$ cat config.mk
export PLATFORM = sky130hd
export DESIGN_NAME = intr_relay
export DESIGN_NICKNAME = d
export VERILOG_FILES = /design/src/rtl/intr_relay_pkg.sv /design/src/rtl/intr_cfg_src.sv /design/src/rtl/intr_edge_det.sv /design/src/rtl/intr_retrig_timer.sv /design/src/rtl/intr_ack_match.sv /design/src/rtl/intr_relay.sv
export SDC_FILE = /design/constraint.sdc
export NUM_CORES = 1
export LEC_CHECK = 0
export BUFFER_PORTS_ARGS = -buffer_cell sky130_fd_sc_hd__clkbuf_2
export CORE_MARGIN = 2
export CORE_UTILIZATION = 51
export DETAILED_ROUTE_END_ITERATION = 16
export GPL_TIMING_DRIVEN = 0
export HOLD_SLACK_MARGIN = 0.15
export PLACE_DENSITY = 0.76
export SYNTH_ARGS = -nofsm -noshare
export SYNTH_HDL_FRONTEND = slang
export SYNTH_SLANG_ARGS = --single-unit
$ cat constraint.sdc
create_clock -name clk -period 2.4 [get_ports clk]
set_clock_uncertainty 0.05 [all_clocks]
set_input_delay 0.6 -clock clk [delete_from_list [all_inputs] [get_ports clk]]
set_output_delay 0.6 -clock clk [all_outputs]
set_load 0.005 [all_outputs]
$ cat src/rtl/intr_relay_pkg.sv
package intr_relay_pkg;

  parameter int unsigned IRQ_LINES = 7;
  localparam int unsigned LVL_W = $clog2(IRQ_LINES + 1);

  typedef logic [LVL_W-1:0]     level_t;
  typedef logic [IRQ_LINES-1:0] lines_t;

  // one-hot line select; level 0 selects nothing
  function automatic lines_t line_select(input level_t lvl);
    lines_t sel;
    for (int i = 0; i < int'(IRQ_LINES); i++) begin
      sel[i] = (lvl == LVL_W'(i + 1));
    end
    return sel;
  endfunction

  // retrigger interval in cycles, rounded up, at least one
  function automatic int unsigned retrig_cycles(input int unsigned period_ns,
                                                input int unsigned interval_ns);
    int unsigned r;
    r = (interval_ns + period_ns - 1) / period_ns;
    if (r == 0) r = 1;
    return r;
  endfunction

endpackage

$ cat src/rtl/intr_cfg_src.sv
module intr_cfg_src
  import intr_relay_pkg::*;
#(
  parameter int unsigned VEC_W   = 8,
  parameter bit          EXT_CFG = 1'b0
) (
  input  logic             clk,
  input  logic             rst_n,
  input  logic             level_we,
  input  level_t           level_din,
  input  logic             vec_we,
  input  logic [VEC_W-1:0] vec_din,
  input  level_t           ext_level,
  input  logic [VEC_W-1:0] ext_vec,
  output level_t           level,
  output logic [VEC_W-1:0] vector
);

  generate
    if (EXT_CFG) begin : g_ext
      logic unused_wr;
      assign unused_wr = ^{clk, rst_n, level_we, level_din, vec_we, vec_din};
      assign level  = ext_level;
      assign vector = ext_vec;
    end else begin : g_int
      level_t           level_q;
      logic [VEC_W-1:0] vec_q;
      logic unused_ext;
      assign unused_ext = ^{ext_level, ext_vec};

      always_ff @(posedge clk) begin
        if (!rst_n) begin
          level_q <= '0;
          vec_q   <= '0;
        end else begin
          if (level_we) level_q <= level_din;
          if (vec_we)   vec_q   <= vec_din;
        end
      end

      assign level  = level_q;
      assign vector = vec_q;
    end
  endgenerate

endmodule

$ cat src/rtl/intr_edge_det.sv
module intr_edge_det (
  input  logic clk,
  input  logic rst_n,
  input  logic req_in,
  output logic rise
);

  logic req_prev;

  always_ff @(posedge clk) begin
    if (!rst_n) req_prev <= 1'b0;
    else        req_prev <= req_in;
  end

  assign rise = req_in & ~req_prev;


  rise_isolated_chk: assert property (@(posedge clk) disable iff (!rst_n)
    rise |=> !rise);

endmodule

$ cat src/rtl/intr_retrig_timer.sv
module intr_retrig_timer #(
  parameter int unsigned CYCLES = 100000
) (
  input  logic clk,
  input  logic rst_n,
  input  logic load,
  input  logic cancel,
  output logic expire
);

  localparam int unsigned CNT_W = $clog2(CYCLES + 1);

  logic [CNT_W-1:0] cnt;
  logic             armed;

  assign expire = armed && (cnt == CNT_W'(1)) && !load && !cancel;

  always_ff @(posedge clk) begin
    if (!rst_n) begin
      cnt   <= '0;
      armed <= 1'b0;
    end else if (load) begin
      cnt   <= CNT_W'(CYCLES);
      armed <= 1'b1;
    end else if (cancel || expire) begin
      cnt   <= '0;
      armed <= 1'b0;
    end else if (armed) begin
      cnt   <= cnt - CNT_W'(1);
    end
  end


  cnt_range_chk: assert property (@(posedge clk) disable iff (!rst_n)
    armed |-> (cnt != '0) && (cnt <= CNT_W'(CYCLES)));


  reload_chk: assert property (@(posedge clk) disable iff (!rst_n)
    load |=> armed && (cnt == CNT_W'(CYCLES)));

endmodule

$ cat src/rtl/intr_ack_match.sv
module intr_ack_match
  import intr_relay_pkg::*;
#(
  parameter int unsigned VEC_W = 8
) (
  input  logic             clk,
  input  logic             rst_n,
  input  logic             strobe,
  input  level_t           ack_level,
  input  level_t           level,
  input  logic             pending,
  input  logic [VEC_W-1:0] vector,
  output logic             hit,
  output logic             accept,
  output logic             pass,
  output logic [VEC_W-1:0] vec_out
);

  assign hit = strobe && pending && (level != '0) && (ack_level == level);

  always_ff @(posedge clk) begin
    if (!rst_n) begin
      accept  <= 1'b0;
      pass    <= 1'b0;
      vec_out <= '0;
    end else begin
      accept <= hit;
      pass   <= strobe && !hit;
      if (hit) vec_out <= vector;
    end
  end


  accept_vec_chk: assert property (@(posedge clk) disable iff (!rst_n)
    hit |=> accept && (vec_out == $past(vector)));


  mismatch_pass_chk: assert property (@(posedge clk) disable iff (!rst_n)
    (strobe && (ack_level != level)) |=> pass && !accept);


  ack_exclusive_chk: assert property (@(posedge clk) disable iff (!rst_n)
    !(accept && pass));

endmodule

$ cat src/rtl/intr_relay.sv
module intr_relay
  import intr_relay_pkg::*;
#(
  parameter int unsigned VEC_W         = 8,
  parameter int unsigned CLK_PERIOD_NS = 10,
  parameter int unsigned RETRIG_NS     = 1000000,
  parameter bit          EXT_CFG       = 1'b0
) (
  input  logic                 clk,
  input  logic                 rst_n,
  input  logic                 req_in,
  input  logic                 cfg_level_we,
  input  logic [LVL_W-1:0]     cfg_level_din,
  input  logic                 cfg_vec_we,
  input  logic [VEC_W-1:0]     cfg_vec_din,
  input  logic [LVL_W-1:0]     ext_level,
  input  logic [VEC_W-1:0]     ext_vec,
  input  logic                 iack_strobe,
  input  logic [LVL_W-1:0]     iack_level,
  output logic [IRQ_LINES-1:0] irq_drive,
  output logic                 iack_accept,
  output logic                 iack_pass,
  output logic [VEC_W-1:0]     vec_out
);

  localparam int unsigned RETRIG_CYC = retrig_cycles(CLK_PERIOD_NS, RETRIG_NS);

  level_t           lvl;
  logic [VEC_W-1:0] vector;
  logic             rise;
  logic             hit;
  logic             tmr_expire;
  logic             pending;
  logic             retrig_set;

  intr_cfg_src #(.VEC_W(VEC_W), .EXT_CFG(EXT_CFG)) u_cfg (
    .clk       (clk),
    .rst_n     (rst_n),
    .level_we  (cfg_level_we),
    .level_din (cfg_level_din),
    .vec_we    (cfg_vec_we),
    .vec_din   (cfg_vec_din),
    .ext_level (ext_level),
    .ext_vec   (ext_vec),
    .level     (lvl),
    .vector    (vector)
  );

  intr_edge_det u_edge (
    .clk    (clk),
    .rst_n  (rst_n),
    .req_in (req_in),
    .rise   (rise)
  );

  intr_retrig_timer #(.CYCLES(RETRIG_CYC)) u_timer (
    .clk    (clk),
    .rst_n  (rst_n),
    .load   (hit),
    .cancel (rise),
    .expire (tmr_expire)
  );

  intr_ack_match #(.VEC_W(VEC_W)) u_ack (
    .clk       (clk),
    .rst_n     (rst_n),
    .strobe    (iack_strobe),
    .ack_level (iack_level),
    .level     (lvl),
    .pending   (pending),
    .vector    (vector),
    .hit       (hit),
    .accept    (iack_accept),
    .pass      (iack_pass),
    .vec_out   (vec_out)
  );

  assign retrig_set = tmr_expire && req_in;

  // a new request wins over an acknowledge in the same cycle
  always_ff @(posedge clk) begin
    if (!rst_n)                  pending <= 1'b0;
    else if (lvl == '0)          pending <= 1'b0;
    else if (rise || retrig_set) pending <= 1'b1;
    else if (hit)                pending <= 1'b0;
  end

  assign irq_drive = pending ? line_select(lvl) : '0;


  drive_onehot_chk: assert property (@(posedge clk) disable iff (!rst_n)
    $onehot0(irq_drive));


  rise_pending_chk: assert property (@(posedge clk) disable iff (!rst_n)
    (rise && (lvl != '0)) |=> pending);


  level_zero_chk: assert property (@(posedge clk) disable iff (!rst_n)
    (lvl == '0) |=> !pending);


  retrig_set_chk: assert property (@(posedge clk) disable iff (!rst_n)
    (retrig_set && (lvl != '0)) |=> pending);


  accept_release_chk: assert property (@(posedge clk) disable iff (!rst_n)
    (hit && !rise && !retrig_set) |=> !pending);

endmodule

# Word-level counts from Yosys, hierarchy flattened
# Index checks and enable logic that the tools add are counted.
[classes]
add_sub_neg = 1
n_eq_ne = 9
muxes = 8
bitwise_logic = 3
reduce_logical = 19
[op_table]
columns = ["cell", "count"]
rows = [
  ["$mux W17", 3],
  ["$eq A17 B1 Y1 const B", 1],
  ["$sub A17 B1 Y17 const B", 1],
  ["$eq A3 B3 Y1 const B", 4],
  ["$logic_and A1 B1 Y1", 8],
  ["$mux W7", 1],
  ["$eq A3 B2 Y1 const B", 2],
  ["$reduce_bool A3 Y1", 2],
  ["$mux W1", 4],
  ["$reduce_bool A2 Y1", 2],
  ["$eq A3 B1 Y1 const B", 1],
  ["$eq A3 B3 Y1", 1],
  ["$logic_not A3 Y1", 1],
  ["$reduce_or A3 Y1", 1],
  ["$logic_not A1 Y1", 2],
  ["$logic_or A1 B1 Y1", 2],
  ["$not A1 Y1", 2],
  ["$reduce_or A2 Y1", 1],
  ["$and A1 B1 Y1", 1],
]
[totals]
register_bits = 41

# Logic depth before layout (Yosys ltp)
# Gate-level depths: netlist of run 1.
[logic_depth]
word_depth = 9
depth_mapped = 7
ltp_nobuf = 7

# Hierarchy
# Synthesis of run 1 repeated with hierarchy kept, for this count alone.
[hier_totals]
cells_unflattened = 211
area_unflattened_um2 = 1925.6
[by_module_without_submodules]
columns = ["mod", "n_inst", "cells_per_inst", "area_each_um2"]
rows = [
  ["intr_retrig_timer", 1, 110, 949.7],
  ["intr_ack_match", 1, 46, 424.2],
  ["intr_cfg_src", 1, 35, 414.1],
  ["intr_relay", 1, 17, 97.6],
  ["intr_edge_det", 1, 3, 40.0],
]

# Least setup slack after synthesis of run 1
# Ideal clock, no wire load.
[synth_timing]
path_kind = "input port to flip-flop"
start = "input iack_level[2]"
end = "register u_ack.vec_out[1]"
setup_time_ps = 116
t_arrival_ps = 1808
required_time_ps = 2234
slack_ps = 426
stages = 6
n_path_buf = 1
cell_sequence = "or3b_1 > a211o_1 > a21oi_2 > buf_4 > mux2i_1 > nor2b_1"
[synth_between]
elab_chain_cells = 2
[synth_lines]
columns = ["item", "line_no", "rtl"]
rows = [
  ["start, declared", "intr_relay.sv:19", "input logic [LVL_W-1:0] iack_level,"],
  ["$eq A3 B3 Y1", "intr_ack_match.sv:19", "assign hit = strobe && pending && (level != '0) && (ack_level == level);"],
  ["$logic_and A1 B1 Y1", "intr_ack_match.sv:19", ""],
  ["end signal, assigned", "intr_ack_match.sv:29", "if (hit) vec_out <= vector;"],
  ["end, declared", "intr_ack_match.sv:16", "output logic [VEC_W-1:0] vec_out"],
]
# Every way passes these cells.
# A chain may end at the register's enable or synchronous reset.

# Final worst setup path of run 1
[layout_timing]
start = "register u_timer.cnt[4]"
end = "register u_timer.cnt[3]"
[layout_between]
elab_chain_cells = 6
[layout_lines]
columns = ["item", "line_no", "rtl"]
rows = [
  ["start, declared", "intr_retrig_timer.sv:13", "logic [CNT_W-1:0] cnt;"],
  ["start signal, assigned", "intr_retrig_timer.sv:23", "cnt <= CNT_W'(CYCLES);"],
  ["start signal, assigned", "intr_retrig_timer.sv:29", "cnt <= cnt - CNT_W'(1);"],
  ["$eq A17 B1 Y1", "intr_retrig_timer.sv:16", "assign expire = armed && (cnt == CNT_W'(1)) && !load && !cancel;"],
  ["$logic_and A1 B1 Y1 (3 in series)", "intr_retrig_timer.sv:16", ""],
  ["$logic_or A1 B1 Y1", "intr_retrig_timer.sv:25", "end else if (cancel || expire) begin"],
  ["$reduce_or A3 Y1 (no source line)", "n/a", ""],
]
# Every way passes these cells.

==> flow_metrics.tcl, run 1 <==
set metrics [dict create \
    holdBufCountCts 0 \
    post_route_cells_drive_above_1_share_pct 22.4 \
    crit_arrival_ns 2.27 \
    synth_most_common_cell "dfxtp_1" \
    cp_top_family "simple AND/OR/NAND/NOR gates" \
    synth_compound_area_share_pct 6.33 \
    root_buffer "clkbuf_4" \
    cts_max_path_buffers 2 \
    period_minus_slack_ns 2.07 \
    startpoint_type "flip-flop" \
    synth_top_family_by_area "simple AND/OR/NAND/NOR gates" \
    worstMarginPinSlew_ns 0.738 \
    end_kind "flip-flop" \
    start_util_pct 53.7 \
    drv_slew 0 \
    synth_fa_ha_area_share_pct 1.38 \
    setup-violations-final 0 \
    hold_class "in2reg" \
    gp_congestion 0.744 \
    muxShareOfSynthArea_pct 10.5 \
    relSlewSlack_pct 50.4 \
    grt_pass1_vias 1380 \
    cts_made_buffers 5 \
    synth-edff-count 0 \
    fp.dieW_um 63.7 \
    ys_ff_latch 41 \
    syn_inst 189 \
    ys_seq_area_share_pct 45.1 \
    synth_top_area_share_pct 45.1 \
    placementRows 21 \
    synth-main-ff-cell "dfxtp_1" \
    drcViolationCount 0 \
    dr.pass1.iters 4 \
    syn_to_final_growth_pct 17.7 \
    design.portCount 48 \
    cts_setup_buffers 0 \
    crit_path_top_delay_cell "or4_1" \
    grt_max_degree 14 \
    portBuffers 35 \
    irDropWorstVdd_mv 0.404 \
    powerDensity_mw_per_mm2 591 \
    track_usage_pct 19.6 \
    synthArstFlopShare_pct 0 \
    maxCapViolCount 0 \
    rsz0062_at_grt "false" \
    syn_area_per_cell_sq_um 9.63 \
    critical_path_class "reg2reg" \
    crit_chain "or4_1 -> buf_2 -> nand4b_4 -> o211ai_4 -> or2_2 -> buf_6 -> a21oi_1" \
    fmax_mhz 483 \
    routedWlPerCell_um 12.2 \
    yosysUniqueCellTypes 35 \
    cts.clk_slew.worst_paths_ns 0.12 \
    crit_path_max_fanout 10 \
    synth_area_leaders "dfxtp_1 45%, mux2i_1 10%, nor2b_1 6.9%" \
    crit_buf_inv 2 \
    htree_levels 2 \
    viasPerCell 5.10 \
    hpwl_um 2460 \
    fin_crit_sh_pct 86.3 \
    cts_resized 0 \
    final_area_sq_mm 0.00214 \
    setup_tns_ns 0 \
    drtIter0Drc 53 \
    crit_path_max_incr_delay_ns 0.52 \
    holdWs_ns 0.396 \
    antenna_found_initial 0 \
    status "finished, final reports clean" \
    synth_area_sq_mm 0.00182 \
    core_area_sq_mm 0.00339 \
    yosys_warnings 0 \
    p_leak_nw 0.857 \
    dpl_cell_area_sq_mm 0.00205 \
    detail-route-antenna-nets 0 \
    finalHoldViolations 0 \
    die_area_sq_mm 0.00406 \
    worstPathRequired_ns 2.60 \
    yosys.area.top_type "dfxtp_1" \
    cts_tree "done" \
    dieHeight_um 63.7 \
    wl_um 3400 \
    diodes 0 \
    fin_nets 264 \
    syn_nets 222 \
    synth_xor_area_share_pct 8.18 \
    insertion_delay_ns 0.35 \
    grt_pass1_wl_um 6240 \
    clkSinkCount 41 \
    synthSimpleGateAreaFrac_pct 25.5 \
    vias 1418 \
    synth_common_cells "41 x dfxtp_1, 24 x nor2_1, 20 x nor2b_1, 19 x mux2i_1, 12 x xnor2_1" \
    gr-total-overflow 0 \
]
## power breakdown
part           total [mW]  switching [mW]  internal (mW)
Clock               0.477           0.229          0.248
Combinational      0.0833          0.0402         0.0431
Sequential          0.705         0.00990          0.695
Total                1.27           0.280          0.986
## cells by family after synthesis
group | count (synthesis)
DFF | 41
AOI/OAI and AO/OA | 16
and+or+nand+nor | 83
buffers and inverters | 11
muxes | 19
adders and majority gates | 2
xor gates and xnor gates | 17
## layout by cell type (no fill, tap or decap), drive strengths merged, types with 3 or more instances in the layout
cell type	n
nor2	24
buf	4
dfxtp	41
a21oi	3
mux2i	19
xor2	5
nand2	9
nand3	4
nor3	3
inv	4
clkbuf	44
nor4	6
nand2b	5
o21ai	7
nor2b	20
xnor2	12
## cell type report
| cell class | count | area (sq um) |
|---|---|---|
| sequential | 41 | 821 |
| tap | 46 | 57.6 |
| inverter | 4 | 15.0 |
| multi-input combinational | 137 | 943 |
| timing repair buffer | 35 | 175 |
| clock buffer | 6 | 51.3 |
| buffer | 7 | 40.0 |
| fill | 299 | 1250 |
| clock inverter | 2 | 37.5 |
## worst register-to-register path, stage by stage (launching register included)
cell and delay [ns]:
dfxtp_1 0.38, or4_1 0.52, buf_2 0.18, nand4b_4 0.19
o211ai_4 0.28, or2_2 0.19, buf_6 0.14, a21oi_1 0.05
## path summary, 6_finish.rpt
| kind | from | end | slack [ns] | cells past startpoint |
|---|---|---|---|---|
| max reg2reg | u_timer.cnt[4] | u_timer.cnt[3] | 0.33 | 7 |
| min reg2reg | u_timer.cnt[3] | u_timer.cnt[3] | 0.45 | 2 |
| min | iack_strobe | u_ack.pass | 0.40 | 3 |
| max | u_timer.cnt[4] | u_timer.cnt[3] | 0.33 | 7 |
## layer usage
| metal | vias to the layer above | part of all wire (%) | track usage (%) | wire [um] |
|---|---|---|---|---|
| li1 | 729 | - | - | - |
| met4 | 0 | 1.6 | 5.71 | 54 |
| met3 | 7 | 3.9 | 6.25 | 132 |
| met2 | 31 | 45 | 30.5 | 1520 |
| met1 | 651 | 50 | 26.0 | 1700 |
| met5 | - | 0 | 0 | 0 |
## through the flow
step                      total power, mW  setup WS, ns  std cells  utilization (%)
after floorplan                     0.772         0.426        189                -
after detailed placement            0.804         0.167        270             60.5
after global placement              0.803         0.200        270             60.5
after CTS                            1.28         0.316        278             63.2
after global routing                 1.32         0.109        278             63.2
final                                1.27         0.329        278             63.2
## flip-flops by register name, summed over array words and instances, names as in the netlist
register         count
u_timer.cnt         17
u_ack.vec_out        8
u_cfg.vector         8
u_cfg.level          3
pending              1
u_ack.accept         1
u_ack.pass           1
u_edge.req_prev      1
u_timer.armed        1
(Power assumes the default switching activity.)
==> run 2, diff against run 1 <==
--- a/config.mk
+++ b/config.mk
@@ -11,7 +11,7 @@
 export DETAILED_ROUTE_END_ITERATION = 16
 export GPL_TIMING_DRIVEN = 0
 export HOLD_SLACK_MARGIN = 0.15
-export PLACE_DENSITY = 0.76
+export PLACE_DENSITY = 0.85
 export SYNTH_ARGS = -nofsm -noshare
 export SYNTH_HDL_FRONTEND = slang
 export SYNTH_SLANG_ARGS = --single-unit
==> run 2 against run 1 <==
Global-route usage fell by 1.1 points. Count of clock-buffer cells in the layout did not move. Sequential cell count did not move. Setup slack improved by 0.020 ns. First-iteration DRC count fell by 43%. Via count fell by 1.3%. Die area did not move. Register-to-register slack improved by 0.02 ns. Clock power barely moved. Routed wire length fell by 1.2%. Critical path type unchanged. Highest routed layer unchanged.
==> flow_metrics.tcl, run 2 (synthesized netlist as in run 1, its figures left out) <==
set metrics [dict create \
    status "finished, final reports clean" \
    setup_tns_ns 0 \
    drcViolationCount 0 \
    largest_reg_flops 17 \
    cts_tree "done" \
    design.portCount 48 \
    dr.pass1.iters 4 \
    drtIter0Drc 30 \
    cp_top_family "simple AND/OR/NAND/NOR gates" \
    antenna_found_initial 0 \
    relSlewSlack_pct 50.1 \
    irDropWorstVdd_mv 0.352 \
    critical_path_class "reg2reg" \
    post_route_cells_drive_above_1_share_pct 22.4 \
    crit_path_max_incr_delay_ns 0.51 \
    cp-startpoint "u_timer.cnt[4]" \
    syn_to_final_growth_pct 17.7 \
    htree_levels 2 \
    track_usage_pct 18.5 \
    dieHeight_um 63.7 \
    fill_cells 285 \
    grt_max_degree 14 \
    setup-violations-final 0 \
    endpoint "u_timer.cnt[3]" \
    mostFrequentLayoutCell "dfxtp_1" \
    diodes 0 \
    drv_slew 0 \
    cts_resized 0 \
    placementRows 21 \
    start_util_pct 53.7 \
    crit_chain "or4_1 -> buf_2 -> nand4b_4 -> o211ai_4 -> or2_2 -> buf_6 -> a21oi_1" \
    hpwl_um 2500 \
    powerDensity_mw_per_mm2 591 \
    viasPerCell 5.03 \
    gp_congestion 0.725 \
    wl_um 3360 \
    rsz0062_at_grt "false" \
    clkSinkCount 41 \
    end_kind "flip-flop" \
    core_area_sq_mm 0.00339 \
    fin_nets 264 \
    hold_class "in2reg" \
    grt_pass1_wl_um 5950 \
    cts_setup_buffers 0 \
    startpoint_type "flip-flop" \
    fmax_mhz 488 \
    ff2ff_setup_slack_ns 0.35 \
    period_minus_slack_ns 2.05 \
    crit_cells 7 \
    crit_path_top_delay_cell "or4_1" \
    die_area_sq_mm 0.00406 \
    worstPathRequired_ns 2.59 \
    fin_crit_sh_pct 85.5 \
    worstMarginPinSlew_ns 0.742 \
    routedWlPerCell_um 12.1 \
    portBuffers 35 \
    vias 1399 \
    detail-route-antenna-nets 0 \
    finalHoldViolations 0 \
    gr-total-overflow 0 \
    root_buffer "clkbuf_4" \
    cts_made_buffers 5 \
    p_leak_nw 0.857 \
    dpl_cell_area_sq_mm 0.00205 \
    holdBufCountCts 0 \
    mostFrequentLayoutCells "41 x dfxtp_1, 35 x clkbuf_2, 24 x nor2_1, 20 x nor2b_1, 19 x mux2i_1" \
    final_area_sq_mm 0.00214 \
    insertion_delay_ns 0.36 \
    top_register "u_timer.cnt" \
    cts.clk_slew.worst_paths_ns 0.12 \
    rr_startpoint "u_timer.cnt[4]" \
    rr_worst_depth 7 \
    r2r_end "u_timer.cnt[3]" \
    cts_max_path_buffers 2 \
    grt_pass1_vias 1385 \
    crit_path_max_fanout 10 \
    fp.dieW_um 63.7 \
    maxCapViolCount 0 \
    crit_buf_inv 2 \
    crit_arrival_ns 2.24 \
]
[run 2: final cells by class]
| cell class | count | area, sq um | area share, % |
|---|---|---|---|
| Sequential cell | 41 | 821 | 38.3 |
| Buffer | 7 | 40.0 | 1.87 |
| Multi-Input combinational cell | 137 | 943 | 44.1 |
| Inverter | 4 | 15.0 | 0.701 |
| Clock buffer | 6 | 51.3 | 2.40 |
| Tap cell | 46 | 57.6 | 2.69 |
| Clock inverter | 2 | 37.5 | 1.75 |
| Timing Repair Buffer | 35 | 175 | 8.18 |
[run 2: through the flow]
stage	power, mW	setup slack [ns]	hold WS [ns]	cells	util, %
after floorplan	0.772	0.426	0.415	189	-
after global placement	0.802	0.185	0.437	270	60.5
after detailed placement	0.804	0.148	0.434	270	60.5
after CTS	1.27	0.340	0.397	278	63.2
after global routing	1.31	0.217	0.410	278	63.2
final	1.26	0.349	0.401	278	63.2
[run 2: where the power goes]
group          switching [mW]  internal [mW]
Clock                   0.229          0.247
Combinational          0.0408         0.0431
Sequential            0.00990          0.695
Total                   0.279          0.986
[run 2: how the worst min path moves through the flow]
stage / slack (ns) / cells after the start / endpoint / startpoint
2_1_floorplan: 0.41 / 2 / u_timer.cnt[3] / u_timer.cnt[3]
3_3_place_gp: 0.44 / 2 / u_timer.cnt[3] / u_timer.cnt[3]
3_5_place_dp: 0.43 / 2 / u_timer.cnt[3] / u_timer.cnt[3]
4_1_cts: 0.40 / 3 / u_ack.pass / iack_strobe
5_1_grt: 0.41 / 3 / u_ack.pass / iack_strobe
6_report: 0.40 / 3 / u_ack.pass / iack_strobe
[run 2: metal layers]
layer | GRT usage (%) | up-vias | share of wire, % | wire length, um
met3 | 4.46 | 6 | 4.0 | 134
li1 | - | 728 | - | -
met2 | 31.2 | 28 | 46 | 1530
met5 | 0 | - | 0 | 0
met4 | 8.15 | 0 | 2.1 | 69
met1 | 22.4 | 637 | 48 | 1620
[run 2: worst min-delay path: stages]
cell and delay, ns:
clkbuf_2 0.09, nand2_1 0.06, nor2_1 0.03
==> run 3, diff against run 2 <==
--- a/config.mk
+++ b/config.mk
@@ -11,7 +11,7 @@
 export DETAILED_ROUTE_END_ITERATION = 16
 export GPL_TIMING_DRIVEN = 0
 export HOLD_SLACK_MARGIN = 0.15
-export PLACE_DENSITY = 0.85
+export PLACE_DENSITY = 0.78
 export SYNTH_ARGS = -nofsm -noshare
 export SYNTH_HDL_FRONTEND = slang
 export SYNTH_SLANG_ARGS = --single-unit
==> run 3 against run 2 <==
Power shrank 9.1%. Non-clock buffer count is the same. Cell count is the same. Design area shrank 1.1%. Sequential power is essentially flat. Worst hold slack gained 0.014 ns. Global-route usage is essentially flat. Count of clock-buffer cells in the layout is the same. Register-to-register slack lost 0.08 ns. Routed wire length shrank 1.1%. Critical path depth is the same. Largest cell class unchanged.
==> flow_metrics.tcl, run 3 (synthesized netlist as in run 1, its figures left out) <==
set metrics [dict create \
    hold_class "in2reg" \
    track_usage_pct 18.5 \
    period_minus_slack_ns 2.13 \
    placed_cells 270 \
    top_register "u_timer.cnt" \
    hpwl_um 2410 \
    diodes 0 \
    cts_resized 0 \
    holdBufCountCts 0 \
    p_int_mw 0.881 \
    fin_nets 264 \
    startpoint_type "flip-flop" \
    cts_setup_buffers 0 \
    crit_path_max_incr_delay_ns 0.53 \
    root_buffer "clkbuf_4" \
    grt_max_degree 14 \
    clkSinkCount 41 \
    cp_top_family "simple AND/OR/NAND/NOR gates" \
    grtUsageMet2_pct 29.1 \
    fin_crit_sh_pct 88.9 \
    dpl_cell_area_sq_mm 0.00205 \
    p_leak_nw 0.850 \
    switchingPower_mw 0.268 \
    mostFrequentLayoutCell "dfxtp_1" \
    viasPerCell 5.04 \
    fmax_mhz 469 \
    cts.clk_slew.worst_paths_ns 0.12 \
    mostFrequentLayoutCells "41 x dfxtp_1, 35 x clkbuf_2, 24 x nor2_1, 20 x nor2b_1, 19 x mux2i_1" \
    vias 1401 \
    maxCapViolCount 0 \
    p_comb_share_pct 7.4 \
    crit_buf_inv 2 \
    core_area_sq_mm 0.00339 \
    portBuffers 35 \
    stdcell_count 278 \
    crit_path_max_fanout 10 \
    design.portCount 48 \
    setup_tns_ns 0 \
    cts_tree "done" \
    cts_made_buffers 5 \
    crit_path_top_delay_cell "or4_1" \
    powerDensity_mw_per_mm2 543 \
    clkPwrFrac_pct 31.3 \
    dieHeight_um 63.7 \
    gr-total-overflow 0 \
    netSwitchingFraction_pct 23.3 \
    largest_reg_flops 17 \
    gr-usage-met1_pct 24.8 \
    insertion_delay_ns 0.33 \
    grt-busiest-layer "met2" \
    finalHoldViolations 0 \
    final_area_sq_mm 0.00212 \
    cts_max_path_buffers 2 \
    irDropWorstVdd_mv 0.515 \
    rsz0062_at_grt "false" \
    wl_um 3320 \
    ff2ff_setup_slack_ns 0.27 \
    worstMarginPinSlew_ns 0.694 \
    relSlewSlack_pct 53.3 \
    detail-route-antenna-nets 0 \
    utilization_pct 62.5 \
    routedWlPerCell_um 12.0 \
    status "finished, final reports clean" \
    fill_cells 311 \
    holdWs_ns 0.415 \
    grt_pass1_vias 1344 \
    post_route_cells_drive_above_1_share_pct 22.4 \
    die_area_sq_mm 0.00406 \
    crit_chain "or4_1 -> buf_2 -> nand4b_4 -> o211ai_4 -> or2_2 -> buf_6 -> a21oi_1" \
    start_util_pct 53.7 \
    grt_pass1_wl_um 5930 \
    drv_slew 0 \
    drtIter0Drc 65 \
    use_met3_pct 5.00 \
    syn_to_final_growth_pct 16.4 \
    p_seq_share_pct 61.4 \
    worstPathRequired_ns 2.56 \
    gp_congestion 0.740 \
    setup-violations-final 0 \
    end_kind "flip-flop" \
    fp.dieW_um 63.7 \
    critical_path_class "reg2reg" \
    crit_arrival_ns 2.30 \
    drcViolationCount 0 \
    placementRows 21 \
    htree_levels 2 \
    antenna_found_initial 0 \
    dr.pass1.iters 4 \
]
==> run 3: changes by cell type in the layout (fill, tap and decap cells not counted) <==
cell,change
clkinv_4,+1
clkinv_2,+1
bufinv_16,-1
clkinvlp_4,-1
==> run 3: path summary, 6_finish.rpt <==
kind	startpoint	endpoint	cells after the start
worst max-delay path	u_timer.cnt[4]	u_timer.cnt[3]	7
worst min-delay path	iack_strobe	u_ack.pass	3
worst max register to register	u_timer.cnt[4]	u_timer.cnt[3]	7
worst min register to register	u_timer.cnt[3]	u_timer.cnt[3]	2
==> run 3: worst reg2reg max path, stage by stage, from the launching register on <==
cell and delay, ns:
dfxtp_1 0.37, or4_1 0.53, buf_2 0.18, nand4b_4 0.18
o211ai_4 0.30, or2_2 0.20, buf_6 0.15, a21oi_1 0.05
==> run 3: metal layers <==
metal,up-vias,part of all wire (%)
met2,44,44
li1,720,-
met5,-,0
met4,0,0.78
met3,2,4.8
met1,635,50
==> run 3: power groups by stage <==
stage / clock [mW] / sequential (mW) / combinational [mW]
after CTS: 0.369 / 0.705 / 0.0846
after global placement: 0 / 0.720 / 0.0833
after global routing: 0.408 / 0.707 / 0.0947
after floorplan: 0 / 0.718 / 0.0539
final: 0.360 / 0.705 / 0.0846
after detailed placement: 0 / 0.720 / 0.0836
==> run 3: cell type report <==
type / count / area (sq um) / share of cell area (%)
multi-input cells: 137 / 943 / 44.6
flip-flops and latches: 41 / 821 / 38.8
repair buffers: 35 / 175 / 8.27
well taps: 46 / 57.6 / 2.72
clock buffers: 6 / 51.3 / 2.42
plain buffers: 7 / 40.0 / 1.89
inverters: 4 / 15.0 / 0.709
clock inverters: 2 / 13.8 / 0.650
==> run 3: per-stage QoR <==
stage,worst slack [ns],power [mW]
6_report,0.267,1.15
5_1_grt,0.143,1.21
4_1_cts,0.295,1.16
3_5_place_dp,0.160,0.804
3_3_place_gp,0.163,0.803
2_1_floorplan,0.426,0.772
